### src/rtl/sst_pkg.sv
// Shared definitions for the scheduler steering dispatcher.
// Assumes general-side queue indices 0..3 and MEM at index 4.
package sst_pkg;
    localparam int NQ   = 5;
    localparam int CLSW = 4;
    localparam int QMEM = 4;

    typedef enum logic [CLSW-1:0] {
        UC_LOGIC    = 4'd0,
        UC_BRANCH   = 4'd1,
        UC_ISTD     = 4'd2,
        UC_ALU_DUAL = 4'd3,
        UC_SEXT_NEG = 4'd4,
        UC_FPMOVE   = 4'd5,
        UC_FPSTD    = 4'd6,
        UC_SHIFT    = 4'd7,
        UC_CARRY    = 4'd8,
        UC_CPLX     = 4'd9,
        UC_FPCALC   = 4'd10
    } uclass_e;

    // Eligibility mask over the four general-side queues {S1,S0,F1,F0}.
    function automatic logic [3:0] elig(input logic [CLSW-1:0] c);
        case (uclass_e'(c))
            UC_ALU_DUAL:                         return 4'b0011;
            UC_FPMOVE, UC_FPSTD:                 return 4'b0100;
            UC_SHIFT, UC_CARRY, UC_CPLX, UC_FPCALC: return 4'b1000;
            default:                             return 4'b0001;
        endcase
    endfunction
endpackage

### src/rtl/sst_steer.sv
// General-source steering: picks a destination for each of two head uops
// and decides how many are accepted. Assumes occupancy is sampled at the
// start of the cycle; pops in the same cycle do not create space.
module sst_steer #(
    parameter int DEPTH = 12,
    parameter int OW    = 4
) (
    input  logic [1:0]      valid_i,
    input  logic [7:0]      cls_i,
    input  logic [4*OW-1:0] occ_i,
    output logic [1:0]      take_o,
    output logic [1:0]      tgt0_o,
    output logic [1:0]      tgt1_o
);
    logic [OW-1:0] occ0 [4];
    logic [OW-1:0] occ1 [4];
    logic [3:0]    m0, m1;
    logic          ok0, ok1;

    // Choose a queue index from an eligibility mask and fast-queue occupancy.
    function automatic logic [1:0] pick(input logic [3:0] m,
                                        input logic [OW-1:0] f0,
                                        input logic [OW-1:0] f1);
        if (m[0] && m[1]) return (f1 < f0) ? 2'd1 : 2'd0;
        if (m[3])         return 2'd3;
        if (m[2])         return 2'd2;
        if (m[1])         return 2'd1;
        return 2'd0;
    endfunction

    // Slot 0 choice and space test against start-of-cycle occupancy.
    always_comb begin
        for (int q = 0; q < 4; q++) occ0[q] = occ_i[q*OW +: OW];
        m0     = sst_pkg::elig(cls_i[3:0]);
        tgt0_o = pick(m0, occ0[0], occ0[1]);
        ok0    = valid_i[0] && (occ0[tgt0_o] < OW'(DEPTH));
    end

    // Slot 1 choice against occupancy raised by an accepted slot 0.
    always_comb begin
        for (int q = 0; q < 4; q++)
            occ1[q] = occ0[q] + OW'(ok0 && (tgt0_o == 2'(q)));
        m1     = sst_pkg::elig(cls_i[7:4]);
        tgt1_o = pick(m1, occ1[0], occ1[1]);
        ok1    = ok0 && valid_i[1] && (occ1[tgt1_o] < OW'(DEPTH));
    end

    assign take_o = {ok1, ok0};
endmodule

### src/rtl/sst_schq.sv
// Scheduler queue model: FIFO of DEPTH entries with two ordered write ports
// and one pop port. Assumes the writer never exceeds the free space.
module sst_schq #(
    parameter int DEPTH = 12,
    parameter int TW    = 8
) (
    input  logic                       clk,
    input  logic                       rst_n,
    input  logic                       wa_en,
    input  logic [TW-1:0]              wa_data,
    input  logic                       wb_en,
    input  logic [TW-1:0]              wb_data,
    input  logic                       rd_en,
    output logic                       head_valid,
    output logic [TW-1:0]              head_data,
    output logic [$clog2(DEPTH+1)-1:0] count
);
    localparam int PW = (DEPTH > 1) ? $clog2(DEPTH) : 1;
    localparam int OW = $clog2(DEPTH+1);

    logic [TW-1:0] mem [DEPTH];
    logic [PW-1:0] wp, rp, wp_nx;
    logic          one_wr, two_wr, pop;
    logic [TW-1:0] first_d;

    // Advance a pointer with wrap at DEPTH.
    function automatic logic [PW-1:0] adv(input logic [PW-1:0] p);
        return (p == PW'(DEPTH-1)) ? '0 : p + 1'b1;
    endfunction

    assign two_wr     = wa_en & wb_en;
    assign one_wr     = wa_en ^ wb_en;
    assign first_d    = wa_en ? wa_data : wb_data;
    assign wp_nx      = adv(wp);
    assign head_valid = (count != '0);
    assign pop        = rd_en && head_valid;
    assign head_data  = mem[rp];

    // Store up to two entries in arrival order.
    always_ff @(posedge clk) begin
        if (one_wr || two_wr) mem[wp]    <= first_d;
        if (two_wr)           mem[wp_nx] <= wb_data;
    end

    // Pointer and occupancy bookkeeping.
    always_ff @(posedge clk) begin
        if (!rst_n) begin
            wp    <= '0;
            rp    <= '0;
            count <= '0;
        end else begin
            if (two_wr)      wp <= adv(wp_nx);
            else if (one_wr) wp <= wp_nx;
            if (pop)         rp <= adv(rp);
            count <= count + OW'(two_wr ? 2 : (one_wr ? 1 : 0)) - OW'(pop);
        end
    end
endmodule

### src/rtl/sst_dispatch.sv
// Top of the steering dispatcher. Address uops always go to MEM; general
// uops are steered by class through sst_steer. Five sst_schq instances
// model the scheduler queues. Assumes source slot 0 is older than slot 1.
module sst_dispatch #(
    parameter int DEPTH = 12,
    parameter int TW    = 8
) (
    input  logic                               clk,
    input  logic                               rst_n,
    input  logic [1:0]                         aq_valid,
    input  logic [2*TW-1:0]                    aq_tag,
    output logic [1:0]                         aq_take,
    input  logic [1:0]                         gq_valid,
    input  logic [7:0]                         gq_cls,
    input  logic [2*TW-1:0]                    gq_tag,
    output logic [1:0]                         gq_take,
    input  logic [4:0]                         sq_drain,
    output logic [4:0]                         sq_head_valid,
    output logic [5*TW-1:0]                    sq_head_tag,
    output logic [5*$clog2(DEPTH+1)-1:0]       sq_count
);
    localparam int OW = $clog2(DEPTH+1);
    localparam int NQ = sst_pkg::NQ;

    logic [OW-1:0]  mem_occ;
    logic [1:0]     tgt0, tgt1;
    logic [NQ-1:0]  wa_en, wb_en;
    logic [TW-1:0]  wa_d [NQ];
    logic [TW-1:0]  wb_d [NQ];

    assign mem_occ = sq_count[sst_pkg::QMEM*OW +: OW];

    // Address source acceptance against MEM free space.
    always_comb begin
        aq_take[0] = aq_valid[0] && (int'(mem_occ) < DEPTH);
        aq_take[1] = aq_take[0] && aq_valid[1] && (int'(mem_occ) + 1 < DEPTH);
    end

    sst_steer #(.DEPTH(DEPTH), .OW(OW)) u_steer (
        .valid_i (gq_valid),
        .cls_i   (gq_cls),
        .occ_i   (sq_count[4*OW-1:0]),
        .take_o  (gq_take),
        .tgt0_o  (tgt0),
        .tgt1_o  (tgt1)
    );

    for (genvar q = 0; q < NQ; q++) begin : g_q
        if (q == sst_pkg::QMEM) begin : g_mem
            // MEM queue is written only by the address source.
            assign wa_en[q] = aq_take[0];
            assign wb_en[q] = aq_take[1];
            assign wa_d[q]  = aq_tag[TW-1:0];
            assign wb_d[q]  = aq_tag[2*TW-1:TW];
        end else begin : g_gen
            // General queues are written by the steered general slots.
            assign wa_en[q] = gq_take[0] && (tgt0 == 2'(q));
            assign wb_en[q] = gq_take[1] && (tgt1 == 2'(q));
            assign wa_d[q]  = gq_tag[TW-1:0];
            assign wb_d[q]  = gq_tag[2*TW-1:TW];
        end

        sst_schq #(.DEPTH(DEPTH), .TW(TW)) u_q (
            .clk        (clk),
            .rst_n      (rst_n),
            .wa_en      (wa_en[q]),
            .wa_data    (wa_d[q]),
            .wb_en      (wb_en[q]),
            .wb_data    (wb_d[q]),
            .rd_en      (sq_drain[q]),
            .head_valid (sq_head_valid[q]),
            .head_data  (sq_head_tag[q*TW +: TW]),
            .count      (sq_count[q*OW +: OW])
        );
    end
endmodule

### config.mk
export PLATFORM = sky130hd
export DESIGN_NAME = sst_dispatch
export DESIGN_NICKNAME = d
export VERILOG_FILES = /design/src/rtl/sst_pkg.sv /design/src/rtl/sst_steer.sv /design/src/rtl/sst_schq.sv /design/src/rtl/sst_dispatch.sv
export SDC_FILE = /design/constraint.sdc
export NUM_CORES = 1
export LEC_CHECK = 0
export ABC_AREA = 1
export BUFFER_PORTS_ARGS = -buffer_cell sky130_fd_sc_hd__buf_2
export CORE_MARGIN = 5
export CORE_UTILIZATION = 55
export CTS_CLUSTER_SIZE = 16
export DETAILED_ROUTE_END_ITERATION = 7
export GPL_TIMING_DRIVEN = 0
export PLACE_DENSITY = 0.74
export REMOVE_ABC_BUFFERS = 1
export SYNTH_ARGS = -nofsm -noshare
export SYNTH_HDL_FRONTEND = slang
export SYNTH_HIERARCHICAL = 1
export SYNTH_SLANG_ARGS = --single-unit
### constraint.sdc
create_clock -name clk -period 5.5 [get_ports clk]
set_input_delay 0.55 -clock clk [delete_from_list [all_inputs] [get_ports clk]]
set_output_delay 0.55 -clock clk [all_outputs]
set_load 0.05 [all_outputs]
Word level (Yosys, flattened, before mapping)
Memories as Yosys holds them, arrays and structs flattened. A register that Yosys moved wholly into a read port is not among the register bits. Cells that the tools add are included.

Muxes and demuxes: 116. Reductions and logical operators: 42. Add/sub/neg operators: 30. Bitwise logic cells: 12. Equality and inequality tests: 35. $lt $le $gt $ge: 8.

Operator list (count): $mux W4 (44); $eq A4 B4 Y1 const B (21); $add A4 B1 Y4 const B (15); $mux W1 (47); $mux W8 (5); $mux W2 (16); $eq A4 B3 Y1 const B (6); $pmux W4 S3 (2); $logic_and A1 B1 Y1 (21); $add A4 B4 Y4 (5); $reduce_bool A4 Y1 (5); $sub A4 B1 Y4 (5); $add A4 B1 Y4 (4); $bmux W4 S2 (2); $lt A4 B4 Y1 const B (3); $reduce_bool A2 Y1 (5); $eq A2 B2 Y1 const B (4); $eq A4 B2 Y1 const B (2); $lt A4 B4 Y1 (2); $reduce_or A4 Y1 (2); $ge A3 B3 Y1 const B (2); $not A2 Y3 (2); $add A4 B1 Y5 const B (1); $and A1 B1 Y1 (5); 6 further kinds (17).

Memories: 5. RAM bits: 480. Logic and storage cells: 263. Bits of input ports: 51. Output and inout port bits: 69. Register bits after elaboration: 60.

Memory list: g_q[0].u_q.mem (words 12, width 8, rd ports 1, clocked after memory_dff 1, wr ports 2, RTL line sst_schq.sv:21) `logic [TW-1:0] mem [DEPTH];`; g_q[1].u_q.mem (words 12, width 8, rd ports 1, clocked after memory_dff 1, wr ports 2, RTL line sst_schq.sv:21); g_q[2].u_q.mem (words 12, width 8, rd ports 1, clocked after memory_dff 1, wr ports 2, RTL line sst_schq.sv:21); g_q[3].u_q.mem (words 12, width 8, rd ports 1, clocked after memory_dff 1, wr ports 2, RTL line sst_schq.sv:21); g_q[4].u_q.mem (words 12, width 8, rd ports 1, clocked after memory_dff 1, wr ports 2, RTL line sst_schq.sv:21).

Logic depth before layout (Yosys ltp)
Gate-level depths: netlist of the first run.

Depth after elaboration: 45. Depth in mapped cells: 36. Mapped depth without buffers: 35.

Hierarchy
The synthesis of the first run kept the hierarchy.

Modules (own cells, without submodules): sst_schq (g_q[3].u_q) (cells each 677, instances 1, sequential area each 3203.1 um2, area each 6164.7 um2); sst_schq (g_q[1].u_q) (cells each 676, instances 1, sequential area each 3203.1 um2, area each 6159.7 um2); sst_schq (g_q[4].u_q) (cells each 677, instances 1, sequential area each 3203.1 um2, area each 6058.3 um2); sst_schq (g_q[2].u_q) (cells each 677, instances 1, sequential area each 3203.1 um2, area each 6057.1 um2); sst_schq (g_q[0].u_q) (cells each 678, instances 1, sequential area each 3203.1 um2, area each 5973.2 um2); sst_steer (cells each 112, instances 1, sequential area each 0.0 um2, area each 656.9 um2); sst_dispatch (cells each 23, instances 1, sequential area each 0.0 um2, area each 127.6 um2).

Worst setup path before layout of the first run
OpenSTA, ideal clock, no wires.

Path kind: reg-to-reg. Start point: register g_q[0].u_q.count[3]. End point: memory g_q[2].u_q.mem[6][0] (enable). Required time: 5.116 ns. Setup time: 0.384 ns. Path slack: 0.238 ns. Clock period less this slack: 5.262 ns. Data arrival time: 4.878 ns. Cell stages (with the launch flop): 29. Buffers on the path: 1. Cell sequence: dfxtp_1 inv_1 ha_1 nand2_1 nand2_1 nor2_2 nand2_1 nand3_2 nand2_1 nor4_1 ha_1 nand3_1 xnor2_1 ha_1 a21oi_1 nand3_1 nand2_1 inv_1 nand3_1 nand3_2 a21oi_2 buf_4 inv_1 nor3_1 inv_1 ha_1 inv_1 nand2_1 o21ai_0.

RTL lines: start: declaration (RTL line sst_schq.sv:16) `output logic [$clog2(DEPTH+1)-1:0] count`; start signal: assignment (RTL line sst_schq.sv:55) `count <= count + OW'(two_wr ? 2 : (one_wr ? 1 : 0)) - OW'(pop);`; end: declaration (RTL line sst_schq.sv:21).

==> impl_metrics.env, run 1 <==
export IMPL_crit_required_ns=5.73
export IMPL_maxClockFrequency_mhz=194.5
export IMPL_dpl_instance_area_um2=31640
export IMPL_drtIter0Drc=2519
export IMPL_final_area_um2=33900
export IMPL_grt_use_total=0.2649
export IMPL_hold_path_startpoint="sq_drain[4]"
export IMPL_fillers=4733
export IMPL_die_h_um=248.2
export IMPL_syn_area_per_cell_um2=8.863
export IMPL_cts_tree="yes"
export IMPL_die_area_um2=61590
export IMPL_hpwl_um=54840
export IMPL_grt_pass1_vias=23460
export IMPL_ys_async_sr_fraction=0
export IMPL_clock_skew_final_ns=0.02454
export IMPL_max_cap_violations=0
export IMPL_worst_r2r_cell_count=24
export IMPL_clock_latency_ns=0.63
export IMPL_vias=25370
export IMPL_synthDistinctLibCells=43
export IMPL_nets=3622
export IMPL_worst_setup_path_type="flop to flop"
export IMPL_syn_inst=3520
export IMPL_r2r_end="g_q[2].u_q/mem[7][7]"
export IMPL_synth_seq_cells=560
export IMPL_vdd_drop_max_mv=0.4926
export IMPL_drc=0
export IMPL_hold_buffers=0
export IMPL_stdcell_count=4297
export IMPL_core_area_um2=56280
export IMPL_grt_max_degree=50
export IMPL_routed_wirelength_um=84220
export IMPL_worst_slew_pin_slew_ns=1.449
export IMPL_arrival_ns=5.38
export IMPL_io_buffers=119
export IMPL_finalMaxSlewViolations=0
export IMPL_finalCritPeriodShare=0.9349
export IMPL_drt_wirelength_per_cell_um=19.60
export IMPL_power_density_nw_per_um2=406.7
export IMPL_max_clock_path_buffers=3
export IMPL_r2r_slack_ns=0.36
export IMPL_die_x_um=248.2
export IMPL_antenna_left=0
export IMPL_ys_seq_area_frac=0.5134
export IMPL_clk_pin_slew_worst_paths_ns=0.06
export IMPL_drive_gt1_frac=0.1455
export IMPL_io_pins=120
export IMPL_start_kind="flop"
export IMPL_drt_pass1_iter_count=6
export IMPL_antenna_found_initial=2
export IMPL_synth_cell_area_um2=31200
export IMPL_hold_class="primary input to flop"
export IMPL_worst_path_max_fanout=8
export IMPL_dpl_cell_count=4186
export IMPL_finalHoldViolCount=0
export IMPL_htreeDepth=2
export IMPL_setup_viol=0
export IMPL_gr_total_overflow=0
export IMPL_status="finished clean"
export IMPL_yosys_most_used_dff="edfxtp_1"
export IMPL_syn_to_final_growth_pct=8.667
export IMPL_min_period_ns=5.142
export IMPL_synth_edf_count=480
export IMPL_r2r_start="g_q[1].u_q/count[3]"
export IMPL_cts_root_buf="clkbuf_16"
export IMPL_initial_utilization=0.5543
export IMPL_gp_congestion=0.8914
export IMPL_std_cell_rows=87
export IMPL_p_leak_nw=13.83
export IMPL_whs_path_depth=4
export IMPL_ys_warn_count=6
export IMPL_vias_per_cell=5.903
export IMPL_clock_sinks=560
export IMPL_grt_pass1_wl_um=129000
export IMPL_cts_buffers=59
export IMPL_slew_headroom=0.02378
export IMPL_end_kind="flop"
## worst max path at each step
stage                        startpoint                    to  slack [ns]  cells past startpoint
floorplan           g_q[0].u_q/count[3]  g_q[0].u_q/mem[5][0]       -0.09                     27
global placement    g_q[1].u_q/count[3]  g_q[2].u_q/mem[8][0]       -0.65                     26
detailed placement  g_q[0].u_q/count[3]  g_q[1].u_q/mem[9][0]       -0.61                     27
CTS                 g_q[1].u_q/count[2]  g_q[3].u_q/mem[1][6]       -0.32                     26
global route        g_q[0].u_q/count[3]   g_q[3].u_q/count[2]       -0.02                     32
finish              g_q[1].u_q/count[3]  g_q[2].u_q/mem[7][7]        0.36                     24
## repair_timing
item / 4_1_cts / 5_1_grt
gates resized for setup: 63 / 44
endpoints found under the setup margin: 310 / 636
setup buffers: 0 / 1
## per-stage QoR
stage               worst slack, ns  hold WS [ns]  setup TNS, ns    util  power (mW)
finish                       0.3582        0.3739              0  0.6024       13.79
global route               -0.02447        0.3923       -0.03047  0.6023       14.48
CTS                         -0.3189        0.3442         -9.809  0.5989       13.74
detailed placement          -0.6136        0.5067         -95.63  0.5622       9.810
global placement            -0.6549        0.5030        -123.80  0.5580       9.703
floorplan                  -0.09004        0.4884         -17.65       -       8.495
## logic make-up (layout without fill, tap and decap cells)
group | after synthesis | count (layout) | synth area share
AO/OA/AOI/OAI | 1086 | 1086 | 0.1917
XOR/XNOR | 19 | 19 | 0.005334
adder cells (fa/ha/maj) | 76 | 76 | 0.03168
buffers and inverters | 482 | 502 | 0.07363
flip-flops | 560 | 560 | 0.5134
other | 0 | 1 | 0
AND/OR/NAND/NOR | 1297 | 1297 | 0.1842
## worst max-delay path, cell delays in order (launching register included)
cell and delay [ns]:
dfxtp_2 0.45, ha_1 0.29, nand2_1 0.07, nand2_1 0.06, nor2_2 0.10, nand2_1 0.12
nand3_2 0.10, nand2_1 0.11, nor4_2 0.16, ha_2 0.22, nand3_1 0.11, xnor2_2 0.17
ha_1 0.30, a21oi_1 0.15, nand3_1 0.10, nand2_2 0.13, inv_1 0.09, nand2_1 0.06
nand3_1 0.08, a21oi_2 0.19, inv_2 0.10, nor3_2 0.27, inv_1 0.08, ha_1 0.35
o31ai_2 0.86
## power by group
group | total, mW | switching [mW] | internal, mW
clock network | 3.94 | 1.66 | 2.28
registers | 5.46 | 0.508 | 4.95
logic | 4.39 | 3.13 | 1.26
total | 13.8 | 5.30 | 8.49
## flip-flops by register name, summed over array words and instances (netlist names), named ones only
register       flops
g_q.u_q/mem      480
g_q.u_q/wp        20
g_q.u_q/rp        20
g_q.u_q/count     20
## cell usage in the layout (no fill, tap or decap), drive strengths merged
cell,Yosys,routed
o31ai,15,15
dfxtp,80,80
xnor2,2,2
nor3,23,23
o211ai,15,15
a21oi,61,61
a211oi,5,5
a31oi,26,26
diode,0,1
nand4,23,23
nor2,374,374
fa,5,5
xor2,17,17
buf,87,147
and2,1,1
o22ai,80,80
nand3,50,50
edfxtp,480,480
or2,5,5
inv,247,249
or3,5,5
bufinv,0,6
clkbuf,147,72
clkinvlp,0,5
nand2,815,815
ha,71,71
o211a,21,21
nor4,1,1
o21ai,863,863
clkinv,1,23
## metal layers
layer | GRT usage | vias up | part of all wire
li1 | - | 12120 | -
met3 | 0.04657 | 219 | 0.096
met5 | 0 | - | 0.000083
met2 | 0.4356 | 1211 | 0.47
met4 | 0.1026 | 2 | 0.041
met1 | 0.3537 | 11820 | 0.39
## synth_stat cells (all sizes together) (5+ instances only)
library cell,n,area share
a211oi,5,0.0012
dfxtp,80,0.051
nor2,374,0.047
a31oi,26,0.0052
or3,5,0.0010
ha,71,0.028
nand3,50,0.015
o31ai,15,0.0036
xor2,17,0.0048
o21ai,863,0.15
nand2,815,0.11
a21oi,61,0.010
clkbuf,147,0.018
o211a,21,0.0067
nor3,23,0.0043
edfxtp,480,0.46
inv,247,0.031
buf,87,0.025
or2,5,0.0010
nand4,23,0.0046
fa,5,0.0032
o211ai,15,0.0036
o22ai,80,0.016
## layout make-up
type	count	area, um2	area share
well taps	756	945.9	0.02790
multi-input cells	2478	13260	0.3911
inverters	248	963.4	0.02842
flip-flops and latches	560	16030	0.4729
clock buffers	71	1553	0.04580
repair buffers	148	803.3	0.02369
clock inverters	35	342.8	0.01011
diodes	1	2.502	0.00007381
Note: power is estimated with default switching activity, not from simulation.
==> run 2, diff against run 1 <==
--- a/config.mk
+++ b/config.mk
@@ -12,7 +12,7 @@
 export CTS_CLUSTER_SIZE = 16
 export DETAILED_ROUTE_END_ITERATION = 7
 export GPL_TIMING_DRIVEN = 0
-export PLACE_DENSITY = 0.74
+export PLACE_DENSITY = 0.81
 export REMOVE_ABC_BUFFERS = 1
 export SYNTH_ARGS = -nofsm -noshare
 export SYNTH_HDL_FRONTEND = slang
==> run 2 against run 1 <==
  * Maximum frequency decreased by 3.8%
  * Clock power about the same
  * Die area did not move
  * Non-clock buffer count up 2
  * Largest power group unchanged
==> impl_metrics.env, run 2 (synthesis gave the netlist of run 1 again) <==
export IMPL_status="finished clean"
export IMPL_hpwl_um=54020
export IMPL_io_pins=120
export IMPL_setup_viol=0
export IMPL_die_h_um=248.2
export IMPL_clock_skew_final_ns=0.03215
export IMPL_critical_path_top_delay_family="simple AND/OR/NAND/NOR gates"
export IMPL_met3_length_um=9283
export IMPL_nets=3623
export IMPL_drt_pass1_iter_count=6
export IMPL_start_kind="flop"
export IMPL_hold_buffers=0
export IMPL_worst_path_max_fanout=8
export IMPL_initial_utilization=0.5543
export IMPL_final_cell_mix="742 x nand2_1, 480 x edfxtp_1, 384 x o21ai_0"
export IMPL_largest_reg_flops=480
export IMPL_std_cell_rows=87
export IMPL_finalHoldViolCount=0
export IMPL_antenna_left=0
export IMPL_power_frac_seq=0.394
export IMPL_highest_layer="met4"
export IMPL_finalMaxSlewViolations=0
export IMPL_hold_ws_ns=0.3790
export IMPL_maxClockFrequency_mhz=187.1
export IMPL_finalCritPeriodShare=0.9718
export IMPL_power_frac_comb=0.321
export IMPL_clk_pin_slew_worst_paths_ns=0.06
export IMPL_slowest_stage="dfxtp_2"
export IMPL_power_density_nw_per_um2=405.4
export IMPL_grt_pass1_wl_um=129200
export IMPL_worst_r2r_cell_count=28
export IMPL_max_cap_violations=0
export IMPL_antenna_found_initial=0
export IMPL_r2r_start="g_q[0].u_q/count[3]"
export IMPL_vias=25730
export IMPL_r2r_slack_ns=0.15
export IMPL_hold_class="primary input to flop"
export IMPL_worst_setup_path_type="flop to flop"
export IMPL_gp_congestion=0.9046
export IMPL_grt_max_degree=50
export IMPL_io_buffers=119
export IMPL_clock_latency_ns=0.62
export IMPL_grt_pass1_vias=23430
export IMPL_crit_required_ns=5.81
export IMPL_routed_wirelength_um=84730
export IMPL_cpMostUsedCell="nand2_1"
export IMPL_max_stage_delay_ns=0.39
export IMPL_max_clock_path_buffers=3
export IMPL_htreeDepth=2
export IMPL_slew_headroom=0.06563
export IMPL_p_switching_mw=5.326
export IMPL_drive_gt1_frac=0.1465
export IMPL_clock_sinks=560
export IMPL_drt_wirelength_per_cell_um=19.71
export IMPL_switching_share=0.3853
export IMPL_grt_use_total=0.2642
export IMPL_cp_startpoint="g_q[0].u_q/count[3]"
export IMPL_cts_buffers=58
export IMPL_path_depth=28
export IMPL_crit_buf_inv=6
export IMPL_tns_ns=0
export IMPL_worstSetupEndpoint="g_q[2].u_q/mem[2][7]"
export IMPL_rsz0062_at_grt="true"
export IMPL_syn_to_final_growth_pct=9.284
export IMPL_die_x_um=248.2
export IMPL_num_antenna_cells=0
export IMPL_p_int_mw=8.496
export IMPL_regMostFlops="g_q.u_q/mem"
export IMPL_vias_per_cell=5.985
export IMPL_cts_tree="yes"
export IMPL_cts_root_buf="clkbuf_16"
export IMPL_drc=0
export IMPL_final_common_cell="nand2_1"
export IMPL_end_kind="flop"
export IMPL_r2r_end="g_q[2].u_q/mem[2][7]"
export IMPL_min_period_ns=5.345
export IMPL_p_clk_frac=0.285
export IMPL_whs_path_depth=4
export IMPL_gr_total_overflow=0
export IMPL_wl_met2_um=39840
export IMPL_drtIter0Drc=3196
export IMPL_utilization=0.6058
export IMPL_worst_slew_pin_slew_ns=1.387
export IMPL_vdd_drop_max_mv=0.4320
export IMPL_p_leak_nw=13.87
export IMPL_m1WireLength_um=32190
export IMPL_arrival_ns=5.65
export IMPL_die_area_um2=61590
export IMPL_core_area_um2=56280
==> run 2: cell types whose count changed in the layout (fill, tap and decap cells not counted), moves of 5 or more <==
cell | previous run | this run
clkbuf_1 | 10 | 16
clkinv_1 | 12 | 7
o21ai_1 | 377 | 382
o21ai_0 | 389 | 384
clkbuf_8 | 1 | 7
o21ai_4 | 9 | 26
o21ai_2 | 88 | 71
==> run 2: through the flow <==
stage               cell area [um2]  setup slack [ns]  instances  power, mW
finish                        34090            0.1549       4299      13.82
global route                  34090           -0.1195       4299      14.49
CTS                           33830          -0.02330       4291      13.76
detailed placement            31620           -0.6849       4184      9.817
global placement              31410           -0.5862       4161      9.678
floorplan                     29860          -0.09004       3286      8.495
==> run 2: worst min-delay path by stage <==
stage / start / endpoint / slack, ns
finish: sq_drain[4] / flop / 0.38
global route: sq_drain[3] / flop / 0.42
CTS: sq_drain[3] / g_q[3].u_q/rp[0] / 0.34
detailed placement: g_q[0].u_q/rp[2] / g_q[0].u_q/rp[2] / 0.51
global placement: g_q[4].u_q/rp[2] / g_q[4].u_q/rp[2] / 0.50
floorplan: g_q[0].u_q/rp[2] / flop / 0.49
==> run 2: layout make-up <==
| class | count | area, um2 |
|---|---|---|
| clock inverter | 24 | 234.0 |
| clock buffer | 83 | 1658 |
| timing repair buffer | 150 | 864.6 |
| multi-input combinational | 2478 | 13390 |
| fill | 4550 | 22180 |
| tap | 756 | 945.9 |
| sequential | 560 | 16030 |
| inverter | 248 | 963.4 |
==> run 2: per-layer routing <==
| layer | vias up | GRT usage |
|---|---|---|
| li1 | 12110 | - |
| met1 | 11940 | 0.3544 |
| met2 | 1455 | 0.4296 |
| met3 | 220 | 0.05333 |
| met4 | 0 | 0.09786 |
| met5 | - | 0 |
==> run 2: what timing repair did <==
action | CTS | global route
resized for setup | 99 | 39
pin swaps | 0 | 8
buffers inserted | 0 | 7
endpoints found under the setup margin | 355 | 623
==> run 2: power by group through the flow <==
| stage | combinational, mW | sequential (mW) | clock (mW) |
|---|---|---|---|
| 2_1_floorplan | 2.98 | 5.52 | 0 |
| 3_3_place_gp | 4.18 | 5.50 | 0 |
| 3_5_place_dp | 4.30 | 5.52 | 0 |
| 4_1_cts | 4.35 | 5.43 | 3.98 |
| 5_1_grt | 4.85 | 5.49 | 4.16 |
| 6_report | 4.44 | 5.45 | 3.94 |
==> run 2: worst register-to-register path: cells and delay by family, from the launching register on <==
kind / cells / cell delay [ns]
compound gates: 3 / 0.62
xor+xnor: 1 / 0.18
fa+ha+maj: 4 / 1.23
buf+inv: 6 / 0.70
flops: 1 / 0.39
simple gates: 14 / 1.91
